**config.mk**
```make
export PLATFORM = sky130hd
export DESIGN_NAME = i2cs_status_unit
export DESIGN_NICKNAME = d
export VERILOG_FILES = /design/src/rtl/i2cs_status_unit.sv
export SDC_FILE = /design/constraint.sdc
export NUM_CORES = 1
export LEC_CHECK = 0
export BUFFER_PORTS_ARGS = -buffer_cell sky130_fd_sc_hd__buf_2
export CAP_MARGIN = 20
export CORE_UTILIZATION = 40
export CTS_CLUSTER_SIZE = 25
export DETAILED_ROUTE_END_ITERATION = 7
export PLACE_DENSITY = 0.74
export SYNTH_ARGS = -nofsm -noshare
export SYNTH_HDL_FRONTEND = slang
export SYNTH_SLANG_ARGS = --single-unit
```
**constraint.sdc**
```tcl
create_clock -name clk -period 2.9 [get_ports clk]
set_input_delay 0.725 -clock clk [delete_from_list [all_inputs] [get_ports clk]]
set_output_delay 0.725 -clock clk [all_outputs]
set_load 0.005 [all_outputs]
```
**src/rtl/i2cs_status_unit.sv**
```systemverilog
module i2cs_status_unit #(
  parameter int SMBUS_EN = 1
) (
  input  logic        clk,
  input  logic        rst_n,
  input  logic        enable,
  input  logic        scl_i,
  input  logic        sda_i,
  input  logic        smba_n,
  input  logic        smb_host,
  input  logic        alert_en,
  input  logic        slave_mode,
  input  logic        no_stretch,
  input  logic        addr_hit,
  input  logic        ev_timeout,
  input  logic        ev_tlow,
  input  logic        ev_pec_bad,
  input  logic        ev_ovr,
  input  logic        ev_arlo,
  input  logic        clr_alert,
  input  logic        clr_timeout,
  input  logic        clr_pec,
  input  logic        clr_ovr,
  input  logic        clr_arlo,
  output logic [31:0] status,
  output logic        nack_req
);

  localparam logic SMB = (SMBUS_EN != 0);

  // synchronizers: [0] meta, [1] stable, [2] previous stable
  logic [2:0] scl_q, sda_q, smba_q;

  always_ff @(posedge clk or negedge rst_n)
    if (!rst_n) begin
      scl_q  <= 3'b111;
      sda_q  <= 3'b111;
      smba_q <= 3'b111;
    end else begin
      scl_q  <= {scl_q[1:0], scl_i};
      sda_q  <= {sda_q[1:0], sda_i};
      smba_q <= {smba_q[1:0], smba_n};
    end

  logic scl_hi, start_c, stop_c, scl_rise, smba_fall;
  assign scl_hi    = scl_q[1] & scl_q[2];
  assign start_c   = scl_hi & sda_q[2] & ~sda_q[1];
  assign stop_c    = scl_hi & ~sda_q[2] & sda_q[1];
  assign scl_rise  = scl_q[1] & ~scl_q[2];
  assign smba_fall = smba_q[2] & ~smba_q[1];

  // bus activity
  logic busy_q;
  always_ff @(posedge clk or negedge rst_n)
    if (!rst_n)          busy_q <= 1'b0;
    else if (!enable)    busy_q <= 1'b0;
    else if (start_c)    busy_q <= 1'b1;
    else if (stop_c)     busy_q <= 1'b0;

  // first-byte capture after every START
  logic [7:0] shreg;
  logic [2:0] bitcnt;
  logic       capturing;
  always_ff @(posedge clk or negedge rst_n)
    if (!rst_n) begin
      shreg     <= 8'h00;
      bitcnt    <= 3'd0;
      capturing <= 1'b0;
    end else if (start_c) begin
      bitcnt    <= 3'd0;
      capturing <= 1'b1;
    end else if (capturing && scl_rise) begin
      shreg  <= {shreg[6:0], sda_q[1]};
      bitcnt <= bitcnt + 3'd1;
      if (bitcnt == 3'd7) capturing <= 1'b0;
    end

  logic [6:0] code_q;
  logic       dir_q;
  always_ff @(posedge clk or negedge rst_n)
    if (!rst_n) begin
      code_q <= 7'h00;
      dir_q  <= 1'b0;
    end else if (addr_hit) begin
      code_q <= shreg[7:1];
      dir_q  <= shreg[0];
    end

  // sticky error flags: set beats clear, enable low clears all
  logic set_alert, set_tmo, set_pec, set_ovr, set_arlo;
  assign set_alert = SMB & smb_host & alert_en & smba_fall;
  assign set_tmo   = SMB & (ev_timeout | ev_tlow);
  assign set_pec   = SMB & ev_pec_bad;
  assign set_ovr   = ev_ovr & slave_mode & no_stretch;
  assign set_arlo  = ev_arlo;

  logic alert_q, tmo_q, pec_q, ovr_q, arlo_q, nack_q;
  always_ff @(posedge clk or negedge rst_n)
    if (!rst_n) begin
      alert_q <= 1'b0;
      tmo_q   <= 1'b0;
      pec_q   <= 1'b0;
      ovr_q   <= 1'b0;
      arlo_q  <= 1'b0;
      nack_q  <= 1'b0;
    end else if (!enable) begin
      alert_q <= 1'b0;
      tmo_q   <= 1'b0;
      pec_q   <= 1'b0;
      ovr_q   <= 1'b0;
      arlo_q  <= 1'b0;
      nack_q  <= 1'b0;
    end else begin
      alert_q <= set_alert | (alert_q & ~clr_alert);
      tmo_q   <= set_tmo   | (tmo_q   & ~clr_timeout);
      pec_q   <= set_pec   | (pec_q   & ~clr_pec);
      ovr_q   <= set_ovr   | (ovr_q   & ~clr_ovr);
      arlo_q  <= set_arlo  | (arlo_q  & ~clr_arlo);
      nack_q  <= ev_pec_bad;
    end

  assign nack_req = nack_q;
  assign status = {8'h00, code_q, dir_q, busy_q, 1'b0,
                   alert_q, tmo_q, pec_q, ovr_q, arlo_q, 9'h000};

  assert_start_sets_busy_R1: assert property (@(posedge clk) disable iff (!rst_n)
    enable && start_c |=> status[15]);
  assert_stop_clears_busy_R2: assert property (@(posedge clk) disable iff (!rst_n)
    enable && stop_c |=> !status[15]);
  assert_code_from_byte_R3: assert property (@(posedge clk) disable iff (!rst_n)
    addr_hit |=> status[23:17] == $past(shreg[7:1]) && status[16] == $past(shreg[0]));
  assert_alert_gated_R5: assert property (@(posedge clk) disable iff (!rst_n)
    !(smb_host && alert_en) && !status[13] |=> !status[13]);
  assert_nack_on_pec_R7: assert property (@(posedge clk) disable iff (!rst_n)
    enable && ev_pec_bad |=> nack_req);
  assert_ovr_gated_R8: assert property (@(posedge clk) disable iff (!rst_n)
    !(slave_mode && no_stretch) && !status[10] |=> !status[10]);
  assert_disable_clears_R10: assert property (@(posedge clk) disable iff (!rst_n)
    !enable |=> status[15] == 1'b0 && status[13:9] == 5'b0 && !nack_req);
  assert_set_wins_R11: assert property (@(posedge clk) disable iff (!rst_n)
    enable && ev_arlo && clr_arlo |=> status[9]);

endmodule

```
# Yosys cells after proc, flatten, opt, wreduce, memory -nomap -nowiden

Index checks and enable logic that the tools add are counted.

Flip-flop bits (word level): 36
Output and inout bits: 33
Bits of input ports: 21

Add/subtract/negate cells: 1
Bitwise operators: 32
Reduce and logical (&&, ||, !) cells: 5
Mux-type cells: 14
Equality and inequality tests: 2

Operator list:

| kind                                                            | count |
|---|---|
| 1-bit AND                                                       | 16 |
| 1-bit two-way mux                                               | 12 |
| 1-bit inverter                                                  | 10 |
| 3-bit two-way mux                                               | 2 |
| 1-bit OR                                                        | 6 |
| 2-bit AND reduction                                             | 2 |
| 2-bit nonzero test                                              | 2 |
| 3-bit by 1-bit adder with 3-bit output, second input constant   | 1 |
| 3-bit equality test, second input constant                      | 1 |
| 3-bit by 1-bit != test with 1-bit output, second input constant | 1 |
| 1-bit logical AND                                               | 1 |

# Logic depth before layout (Yosys ltp)

Depth in word-level cells: 6
Depth in mapped cells: 5

# Worst setup path before layout

OpenSTA, ideal clock, no wires.

Kind: input -> register
Start: in addr_hit
End: reg code_q[0]
Slack: 1.554 ns
Stages on the path: 2
Data required time: 2.775 ns
Library setup time: 0.125 ns
Arrival time: 1.221 ns
Path through: buf_2 -> mux2_2

RTL lines:

| element              | line | text |
|---|---|---|
| from (decl)          | 14   | `input logic addr_hit,` |
| to (signal assigned) | 85   | `code_q <= shreg[7:1];` |
| to (decl)            | 78   | `logic [6:0] code_q;` |

No word-level cell between the ends.

# Worst setup path in the final report

Start: reg scl_q[1]
End: reg shreg[1]

Longest elaborated chain between the ends: 5
Elaborated cells on any way between the ends: 7

RTL lines:

| element                                | line | text |
|---|---|---|
| from (decl)                            | 32   | `logic [2:0] scl_q, sda_q, smba_q;` |
| from (signal assigned)                 | 40   | `scl_q <= {scl_q[1:0], scl_i};` |
| 1-bit AND                              | 46   | `assign scl_hi = scl_q[1] & scl_q[2];` |
| 1-bit AND (2 in series)                | 47   | `assign start_c = scl_hi & sda_q[2] & ~sda_q[1];` |
| 1-bit inverter (no source line)        | n/a  |  |
| 2-bit AND reduction (no source line) * | n/a  |  |
| to (signal assigned)                   | 73   | `shreg <= {shreg[6:0], sda_q[1]};` |
| to (decl)                              | 61   | `logic [7:0] shreg;` |

Mark *: on every way between the ends. The rest lies on a longest branch, timed or not.
A chain may end at the register's enable or synchronous reset.

==> metrics.cfg <==
[run_status]
status=finished, final reports clean

[setup_path]
criticalPathCategory=reg2reg
cp-start-kind=flop
cp-end-kind=flop
crit_buf_inv=0
arrival_ns=1.72
critPathMaxStageDelay_ns=0.58
crit_chain=nand2_1 -> nor2_2 -> mux2_2
worstPathRequired_ns=3.07
cp_slowest_cell=dfstp_2
critPathTopFamily=flip-flops
crit_path_max_fanout=11

[finish]
final_cells=194
nets=168
fin_util_pct=46.62
final_area_um2=1707
antenna_cells=0
drive_above_1_share_pct=41.78
syn_to_final_growth_pct=12.45

[synthesis]
synth-seq-area-share_pct=60.10
netlist_area_um2=1518
synth_seq_cells=36
syn-mean-instance-area_um2=13.43
synth_top_cell_area_share_pct=44.52
synth_cell_type_count=27
netlist_instances=113
yosysTopAreaCell=dfrtp_1
yosysWarnings=0
synth_area_leaders=dfrtp_1 45%, dfstp_2 16%, buf_4 13%, mux2_2 7.4%, mux2_1 5.2%

[global_routing]
grt_overflow=0
first_global_vias=817
grt_start_max_net_pins=37
grt.total_usage_pct=11.88
antenna_found_initial=0
grt_pass1_wl_mm=3.532

[route]
drt_wl_total_mm=2.081
drc=0
vias=860
drt_iter0_drc=18
drtAntennaViolNets=0
viasPerCell=4.433
routedWlPerCell_um=10.73
dr.pass1.iters=3

[timing]
drv_slew=0
skew_ns=0.002617
rsz0062_at_grt=no
finalHoldViolCount=0
fin_crit_sh_pct=53.53
slew_headroom_pct=49.01
period_needed_ns=1.552
fmax_ghz=0.6441
setup_viol=0
setup-tns-final_ns=0
worst_pin_slew_ns=0.7648

[placed_design]
place.gp.congestion=0.6617
dpl_cell_area_um2=1617
hpwl_mm=1.521
place_inst=186
port_buffers=35

[floorplanning]
die_y_um=63.60
die-area_um2=4044
io_pins=54
start_util_pct=41.46
rows=22
core_area_um2=3661
die_x_um=63.60

[power]
power_density_nw_per_um2=620.5
peakVddDrop_v=0.0003964
p_leak_nw=0.8917

[clock_tree]
numCtsBuffers=5
h-tree-depth=2
cts_tree=built
post_cts_buffers=0
cts_sinks=36
root_buffer=clkbuf_8
cts_buffer_depth=2
cts.hold.buffers_added=0
cts_resized=0
insertion_delay_ns=0.28
clkTransAtPathRegs_ns=0.06

[flow_run]
drv_cap=0

[worst_hold_path]
holdCritPathClass=reg2reg

[per-stage QoR]
| step | power, mW | worst slack [ns] | hold slack, ns |
|---|---|---|---|
| detailed placement | 0.7189 | 1.338 | 0.3472 |
| global route | 1.122 | 1.254 | 0.3598 |
| finish | 1.059 | 1.348 | 0.3553 |
| global placement | 0.7082 | 1.384 | 0.3458 |
| floorplan | 0.6877 | 1.554 | 0.3452 |
| CTS | 1.079 | 1.328 | 0.3566 |
[registers in the layout, summed over array words and instances (netlist names)]
signal,cells
scl_q,3
busy_q,1
bitcnt,3
capturing,1
dir_q,1
tmo_q,1
shreg,8
arlo_q,1
ovr_q,1
sda_q,3
pec_q,1
smba_q,3
code_q,7
nack_req,1
alert_q,1
[power breakdown]
| part | switching, mW | internal [mW] | total [mW] |
|---|---|---|---|
| clock | 0.158 | 0.193 | 0.351 |
| sequential | 0.0319 | 0.561 | 0.593 |
| combinational | 0.0505 | 0.0649 | 0.115 |
[synthesized netlist by cell type]
cell type / n
o31a_1: 1
inv_1: 1
nor2_1: 1
a21boi_0: 2
mux2_1: 7
conb_1: 1
o21a_1: 2
a31oi_1: 2
nor3_1: 2
dfstp_2: 9
buf_4: 26
and3b_1: 1
dfrtp_1: 27
ha_1: 2
mux2_2: 10
a21oi_1: 1
nand2_1: 3
nor2b_1: 4
a22o_1: 2
nand4b_1: 1
nand3_1: 1
o21ai_0: 1
and2_1: 1
nand2b_1: 2
o21ai_1: 1
nor2_2: 1
buf_2: 1
[cell type report]
class	count	area (µm²)
Tap cell	48	60.06
Inverter	1	3.754
Clock buffer	8	90.09
Timing Repair Buffer	35	175.2
Multi-Input combinational cell	66	465.4
Fill cell	328	1954
Sequential cell	36	912.1
[path summary, 6_finish.rpt]
| check | slack, ns | start | depth (start not counted) | to |
|---|---|---|---|---|
| worst min register to register | 0.36 | sda_q[0]$_DFF_PN1_ | 0 | sda_q[1]$_DFF_PN1_ |
| min in group asynchronous | 0.52 | rst_n | 1 | dir_q$_DFFE_PN0P_ |
| worst max register to register | 1.35 | scl_q[1]$_DFF_PN1_ | 3 | shreg[1]$_DFFE_PN0P_ |
| worst min-delay path | 0.36 | sda_q[0]$_DFF_PN1_ | 0 | sda_q[1]$_DFF_PN1_ |
| max in group asynchronous | 1.90 | rst_n | 1 | alert_q$_DFF_PN0_ |
| worst max-delay path | 1.35 | scl_q[1]$_DFF_PN1_ | 3 | shreg[1]$_DFFE_PN0P_ |
[kinds of logic (layout without fill, tap and decap cells)]
family                   count (synthesis)  after routing  share of synthesized area (%)
multiplexers                            17             17                          12.61
adder cells (fa/ha/maj)                  2              2                          1.649
other                                    1             18                         0.2471
buffers and inverters                   28             44                          13.44
AND/OR/NAND/NOR                         17             17                          6.430
flip-flops                              36             36                          60.10
AO/OA/AOI/OAI                           12             12                          5.522
[cells in the final DEF (no fill, tap or decap)]
master	instances
o21ai_1	1
o21ai_0	1
and2_1	1
a21oi_1	1
mux2_2	10
buf_2	35
dfrtp_1	27
nor2b_1	4
dfstp_2	9
clkbuf_8	6
nand4b_1	1
a22o_1	2
conb_1	18
mux2_1	7
nand3_1	1
nand2b_1	2
and3b_1	1
clkbuf_1	2
o21a_1	2
inv_1	1
nor3_1	2
nor2_1	1
nand2_1	3
o31a_1	1
ha_1	2
a31oi_1	2
a21boi_0	2
nor2_2	1
[layer usage]
layer  routed length, µm  vias to the layer above  track usage, %
li1                    -                      405               -
met1                 867                      407           12.72
met2                1012                       44           19.15
met3                 164                        4           5.616
met4                  38                        0           6.534
met5                   0                        -               0
Note: power is estimated with default switching activity, not from simulation.
